<file path="config.mk">
export PLATFORM = sky130hd
export DESIGN_NAME = wprot_ctrl
export DESIGN_NICKNAME = d
export VERILOG_FILES = /design/src/rtl/wprot_ctrl.sv
export SDC_FILE = /design/constraint.sdc
export NUM_CORES = 1
export LEC_CHECK = 0
export BUFFER_PORTS_ARGS = -buffer_cell sky130_fd_sc_hd__buf_2
export CAP_MARGIN = 0
export CORE_AREA = 3 3 40 42
export CTS_CLUSTER_DIAMETER = 80
export DETAILED_ROUTE_END_ITERATION = 7
export DIE_AREA = 0 0 43 45
export SYNTH_ARGS = -nofsm -noshare
export SYNTH_HDL_FRONTEND = slang
export SYNTH_SLANG_ARGS = --single-unit
</file>
<file path="constraint.sdc">
create_clock -name clk -period 2 [get_ports clk]
set_input_delay 0.4 -clock clk [delete_from_list [all_inputs] [get_ports clk]]
set_output_delay 0.4 -clock clk [all_outputs]
set_load 0.005 [all_outputs]
</file>
<file path="src/rtl/wprot_ctrl.sv">
module wprot_ctrl #(
  parameter int AW = 8
) (
  input  logic          clk,
  input  logic          rst_n,
  input  logic          wp_pin,
  input  logic          a0_hv,
  input  logic [2:0]    sel_pins,
  input  logic          cmd_strobe,
  input  logic [7:0]    cmd_byte,
  input  logic [AW-1:0] wr_addr,
  input  logic          wr_req,
  output logic          wr_allow,
  output logic          wr_start,
  output logic          rsp_valid,
  output logic          rsp_ack
);
  localparam logic [3:0] PROT_PREFIX = 4'b0110;
  localparam logic [1:0] OP_REV      = 2'b00;
  localparam logic [1:0] OP_PERM     = 2'b10;

  logic rev_q, perm_q;
  logic rev_d, perm_d, ack_d;

  wire is_prot  = cmd_strobe && (cmd_byte[7:4] == PROT_PREFIX);
  wire eligible = a0_hv && !wp_pin && cmd_byte[1] && (cmd_byte[3:1] == sel_pins);
  wire dir_rd   = cmd_byte[0];

  always_comb begin
    rev_d  = rev_q;
    perm_d = perm_q;
    ack_d  = 1'b0;
    if (is_prot && eligible) begin
      if (cmd_byte[3:2] == OP_REV || cmd_byte[3:2] == 2'b01) begin
        if (cmd_byte[3] == 1'b0) begin
          if (dir_rd) begin
            ack_d = !rev_q;
          end else if (!perm_q) begin
            rev_d = cmd_byte[2];
            ack_d = 1'b1;
          end
        end
      end else if (cmd_byte[3:2] == OP_PERM) begin
        if (dir_rd) begin
          ack_d = !perm_q;
        end else if (!perm_q) begin
          perm_d = 1'b1;
          ack_d  = 1'b1;
        end
      end
    end
  end

  always_ff @(posedge clk or negedge rst_n) begin
    if (!rst_n) begin
      rev_q     <= 1'b0;
      perm_q    <= 1'b0;
      rsp_valid <= 1'b0;
      rsp_ack   <= 1'b0;
    end else begin
      rev_q     <= rev_d;
      perm_q    <= perm_d;
      rsp_valid <= is_prot;
      rsp_ack   <= ack_d;
    end
  end

  assign wr_allow = !wp_pin && (wr_addr[AW-1] || !(rev_q || perm_q));
  assign wr_start = wr_req && wr_allow;
endmodule

</file>
**Word level (Yosys, flattened, before mapping)**

Index checks and enable logic that the tools add are counted.

- Add/sub/neg operators: 0
- Multipliers: 0
- Div/mod/pow operators: 0
- Magnitude comparators: 0
- Equality and inequality tests: 4
- Shift-type cells: 0
- Multiplexer cells: 7
- Bitwise gates (word level): 4
- Reduce and logical (&&, ||, !) cells: 17

Operator list:

| kind | number |
|---|---|
| logical AND 1 bit | 7 |
| 2-to-1 mux 1 bit | 7 |
| AND reduction 5 bit | 1 |
| == test 4 x 3 -> 1 bit (second input constant) | 1 |
| logical NOT 1 bit | 4 |
| NOT 1 bit | 4 |
| AND reduction 4 bit | 1 |
| == test 3 bit | 1 |
| logical OR 1 bit | 3 |
| == test 2 x 1 -> 1 bit (second input constant) | 1 |
| == test 2 bit (second input constant) | 1 |
| logical NOT 2 bit | 1 |

- Flip-flop bits (word level): 4
- Latch bits: 0
- RAM bits: 0
- ROM bits: 0
- Input bits: 25
- Word-level logic and storage cells: 36
- Memories: 0

**Logic depth before layout (Yosys ltp)**

Gate-level depths: netlist (run 1).

- Depth after elaboration: 6
- Mapped depth: 3

**Least setup slack after synthesis (run 1)**

No wires, ideal clock.

- Kind: register to register
- Start point: register perm_q
- End point: register rev_q
- Setup time: 0.136 ns
- Data arrival time: 1.177 ns
- Required time: 1.864 ns
- Path slack: 0.687 ns
- Cell stages (with the launch flop): 4
- Cells stage by stage: dfrtp_1 or4_4 o31ai_2 o211ai_1

- Longest elaborated chain between the ends: 2

Ends and longest elaborated chain:

| element | line | source |
|---|---|---|
| from (decl) | 22 | `logic rev_q, perm_q;` |
| from (signal assigned) | 62 | `perm_q <= perm_d;` |
| NOT 1 bit (no source line) | - |  |
| AND reduction 5 bit (no source line) | - |  |
| to (signal assigned) | 61 | `rev_q <= rev_d;` |
| to (decl) | 22 |  |

No other way between the ends.
A chain may end at the register's enable or synchronous reset.

**Worst setup path after layout (run 1)**

- Start point: register perm_q
- End point: output port wr_start

- Longest elaborated chain between the ends: 5

Ends and longest elaborated chain:

| element | line | source |
|---|---|---|
| logical OR 1 bit | 68 | `assign wr_allow = !wp_pin && (wr_addr[AW-1] \|\| !(rev_q \|\| perm_q));` |
| logical NOT 1 bit | 68 |  |
| logical OR 1 bit | 68 |  |
| logical AND 1 bit | 68 |  |
| logical AND 1 bit | 69 | `assign wr_start = wr_req && wr_allow;` |
| to (decl) | 14 | `output logic wr_start,` |

No other way between the ends.

==> results of run 1 <==
-- state kept, by name (all words and copies together) (netlist names) --
register	flops
rev_q	1
rsp_ack	1
rsp_valid	1
perm_q	1
-- stage by stage --
| stage | instance area [um2] | hold WS (ps) | util | std cells |
|---|---|---|---|---|
| final | 422.9 | 452.3 | 0.3291 | 66 |
| after global routing | 422.9 | 437.9 | 0.3291 | 66 |
| after CTS | 422.9 | 437.9 | 0.3291 | 66 |
| after detailed placement | 390.4 | 207.4 | 0.3038 | 62 |
| after global placement | 390.4 | 205.6 | 0.3038 | 62 |
| after floorplan | 266.5 | 104.4 | - | 26 |
-- where the power goes --
group          switching [uW]  internal, uW  leakage [uW]
registers               0.180          81.8     0.0000505
logic                    15.5          21.7      0.000166
clock network            29.2          66.8     0.0000138
-- final cells by class --
cell class | count | area (um2)
Inverter | 1 | 3.754
Timing Repair Buffer | 22 | 115.1
Multi-Input combinational cell | 21 | 162.7
Fill cell | 136 | 862.1
Clock buffer | 3 | 22.52
Sequential cell | 4 | 100.1
Tap cell | 15 | 18.77
-- path summary, 6_finish.rpt --
path,startpoint,to,slack [ps],depth (start not counted)
worst max-delay path,perm_q,wr_start,420,4
worst min-delay path,cmd_strobe,rsp_valid,450,2
worst max register to register,perm_q,rev_q,630,3
worst min register to register,perm_q,perm_q,550,1
max in group asynchronous,rst_n,rsp_valid,1380,2
min in group asynchronous,rst_n,rev_q,500,2
-- metal layers --
metal / part of all wire / up-vias
met2: 0.53 / 13
met3: 0.076 / 0
met4: 0 / 0
met1: 0.40 / 129
met5: 0 / -
li1: - / 152
-- logic make-up (layout without fill, tap and decap cells) --
group           after synthesis  after routing  share of synthesized area
simple gates                 13             13                     0.3380
compound gates                7              7                     0.2395
flops                         4              4                     0.3756
xor+xnor                      1              1                    0.03287
buf+inv                       1             26                    0.01407
-- cells in the final DEF (no fill, tap or decap), types with 2 or more instances in the layout --
master and count:
nand3_1 2, nor2_1 3, and2_1 2, clkbuf_4 3, buf_2 21, dfrtp_1 4
-- worst max-delay path, stage by stage, from the launching register on --
cell     delay (ps)
dfrtp_1         410
o21ba_2         220
nor2_1           90
and2_1          130
buf_2           100
==> reports/qor.txt, run 1 <==
vias in the first global route: 269
ys async rst share: 1.000
wire length per cell: 10.02 um
Starting Density: 0.2074
DRC: 0
Iteration-0 DRC Markers: 3
Die Ht: 45 um
setup violators final: 0
CTS sink cnt: 4
Period minus WS final: 1583 ps
met1 GRT Util: 0.08293
largest net degree at the start of global routing: 6
GR peak layer: met2
Root Buffer: clkbuf_4
final worst-path cycle share: 0.7917
IO buf count: 21
met3 Track Usage GR: 0.01195
sequential share of the synthesized area: 0.3756
final hold viol count: 0
Leak: 0.0002306 uW
P per Cell Area: 509.2 nW/um2
Slew Viols, Final: 0
Area Overhead vs Synth: 58.69%
RSZ-0062 raised after global routing: no
GRT overflow: 0
Die ar.: 1935 um2
outcome: finished, final reports clean
Final Power: 215.3 uW
post-CTS sizing: 0
Ports: 29
first-pass GRT wire length: 1.028 mm
Layout Nets: 78
Mean Syn Cell Area: 10.25 um2
Yosys warning total: 0
DRT Wirelength: 661 um
top cells by area, synth: dfrtp_1 38%, and2_1 4.7%, and4bb_1 4.7%
number of distinct library cells after synthesis: 19
gpl congestion: 0.8159
Mapped Area: 266.5 um2
crit start category: flop
post-synth top area cell: dfrtp_1
1st-pass router iterations: 4
Post-CTS Setup Bufs: 0
Inserted Diodes: 0
met2 Use GR: 0.1138
clock buffer depth: 2
gr usage total: 0.07776
cell with the most instances after synthesis: dfrtp_1
share of cells above drive strength 1: 0.5490
clock skew: 1.711 ps
vias: 294
Crit. End Element: output pin
Syn Nets: 51
Place WS: 546.3 ps
Max Fclk: 0.6316 GHz
Rows: 13
TritonCTS Buffers: 3
Die Wd: 43 um
Final HPWL DP: 584.3 um
DRT antenna net count: 0
setup ws final: 416.7 ps
hold crit path type: in2reg
Max Fanout on Critical Path: 5
CTS tree: built
Yosys reg bits: 4
Core Region: 1285 um2
Synth top cells by count: 4 x dfrtp_1, 3 x nor2_1, 2 x and2_1, 2 x nand3_1
Post-synth top flop: dfrtp_1
maximum vdd drop: 0.0001361 V
antenna violations before repair: 0
critical path class: reg2out
H-tree levels: 1
Worst-path clk slew: 30 ps
Critical Path AT: 1180 ps
CTS Hold Bufs: 1
Crit path required time: 1600 ps
Slew headroom: 0.8378
clk_lat worst skew: 230 ps
Max-cap violations: 0
post-DR vias/cell: 4.455
Synth top area share: 0.3756
Final TNS setup: 0 ps
Post-Synthesis Cells: 26
Worst Tran Pin Value: 241.4 ps
Post-synth EDFFs: 0
Note: power is estimated with default switching activity, not from simulation.
==> run 2: changes to the inputs <==
==> constraint.sdc (replaced) <==
create_clock -name clk -period 1.4 [get_ports clk]
set_input_delay 0.28 -clock clk [delete_from_list [all_inputs] [get_ports clk]]
set_output_delay 0.28 -clock clk [all_outputs]
set_load 0.005 [all_outputs]
==> run 2 against run 1 <==
The flow now finishes with violations (negative setup slack). Clock skew about the same. Critical path depth increased by 1. Design area increased by 9.5%. Die area unchanged. Sequential power increased by 43%. Count of clock-buffer cells in the layout unchanged. Worst hold slack got worse by 130 ps. Critical endpoint unchanged.
==> reports/qor.txt, run 2 (synthesis gave the netlist of run 1 again) <==
Slew Viols, Final: 0
Leak: 0.0002515 uW
final worst-path cycle share: 1.076
Worst Tran Pin Value: 241.5 ps
TritonCTS Buffers: 3
Iteration-0 DRC Markers: 1
final hold slack: 319.1 ps
Final Power: 314.2 uW
top sig layer: met3
DRC: 0
outcome: finished, violations left
Final HPWL DP: 572.3 um
hold crit path type: in2reg
most common cell after layout, fill and taps aside: buf_2
routed wl met2: 347 um
failing checks: negative setup slack
Area Overhead vs Synth: 73.71%
1st-pass router iterations: 2
critical path class: reg2out
Endpoint, Worst Hold: rsp_valid
met3 wire length: 59 um
fillers: 131
Max Fanout on Critical Path: 2
Die Wd: 43 um
final design area excluding fillers: 462.9 um2
GRT overflow: 0
vias in the first global route: 281
Critical Path AT: 1230 ps
final hold viol count: 0
first-pass GRT wire length: 1.021 mm
R2R depth: 4
Worst R2R Setup Slack: -70 ps
Die Ht: 45 um
Ports: 29
clock skew: 2.183 ps
Period minus WS final: 1507 ps
Worst-path clk slew: 30 ps
gpl congestion: 0.8158
Slew headroom: 0.8378
largest net degree at the start of global routing: 5
DRT Wirelength: 661 um
Root Buffer: clkbuf_4
Core Region: 1285 um2
maximum vdd drop: 0.0002516 V
H-tree levels: 1
Crit path required time: 1120 ps
Place WS: 52.31 ps
share of cells above drive strength 1: 0.5926
met1 wire length: 254 um
Cell Area, Placed: 397.9 um2
clock buffer depth: 2
gr usage total: 0.07364
setup ws final: -106.5 ps
Hold Crit Start: cmd_strobe
P per Cell Area: 678.8 nW/um2
post-DR vias/cell: 4.464
most frequent cells in the layout: 21 x buf_2, 4 x dfrtp_1, 3 x clkbuf_4
IO buf count: 21
CTS tree: built
Crit. End Element: output pin
crit start category: flop
Rows: 13
CTS sink cnt: 4
Max Fclk: 0.6638 GHz
Layout Nets: 81
Critical R2R Launch: perm_q
Die ar.: 1935 um2
vias: 308
antenna violations before repair: 0
RSZ-0062 raised after global routing: yes
DRT antenna net count: 0
wire length per cell: 9.580 um
setup violators final: 2
clk_lat worst skew: 230 ps
Final Core Density: 0.3603
hold path depth: 2
capturing point of the worst reg2reg path: rev_q
Inserted Diodes: 0
Max-cap violations: 0
Starting Density: 0.2074
run 2: changes by cell type in the layout (fill, tap and decap cells not counted):
cell | before | now
buf_4 | 0 | 2
buf_6 | 0 | 1
nor2_1 | 3 | 2
nor2_4 | 0 | 1
o21ba_2 | 1 | 0
o21ba_4 | 0 | 1
run 2: through the flow:
step / setup TNS (ps) / cells
3_3_place_gp: 0 / 63
6_report: -174.8 / 69
4_1_cts: -271.3 / 69
5_1_grt: -342.9 / 69
3_5_place_dp: 0 / 63
2_1_floorplan: 0 / 26
run 2: worst max-delay path, cell delays in order, from the launching register on:
cell     delay [ps]
dfrtp_1         390
buf_6           120
o21ba_4         190
nor2_4           70
and2_1          120
buf_2           100
run 2: final cells by class:
class	instances	area (um2)	share of cell area
timing repair buffer	25	141.4	0.3054
inverter	1	3.754	0.008108
multi-input combinational	21	176.4	0.3811
tap	15	18.77	0.04054
sequential	4	100.1	0.2162
clock buffer	3	22.52	0.04865
run 2: how the worst max path moves through the flow:
stage                start  endpoint  slack [ps]  cells past startpoint
finish              perm_q  wr_start        -110                      5
global route        perm_q  wr_start        -160                      5
CTS                 perm_q  wr_start        -150                      5
detailed placement  perm_q  wr_start          50                      5
global placement    perm_q     rev_q          50                      3
floorplan           perm_q     rev_q          90                      3
run 2: repair_timing:
action                                  4_1_cts  5_1_grt
setup buffers                                 2        0
pin swaps                                     3        2
hold buffers                                  1        0
resized for setup                             3        1
endpoints found under the hold margin         4        0
endpoints found under the setup margin        2        3
run 2: layer usage:
metal,track usage,vias up
li1,-,159
met1,0.08557,136
met2,0.1138,13
met3,0.01195,0
met4,0.07229,0
met5,0,-
run 2: where the power goes:
part | internal [uW] | total [uW] | switching (uW)
sequential | 117 | 117 | 0.198
clock | 95.6 | 139 | 43.5
combinational | 34.0 | 58.0 | 24.0
total | 247 | 314 | 67.7
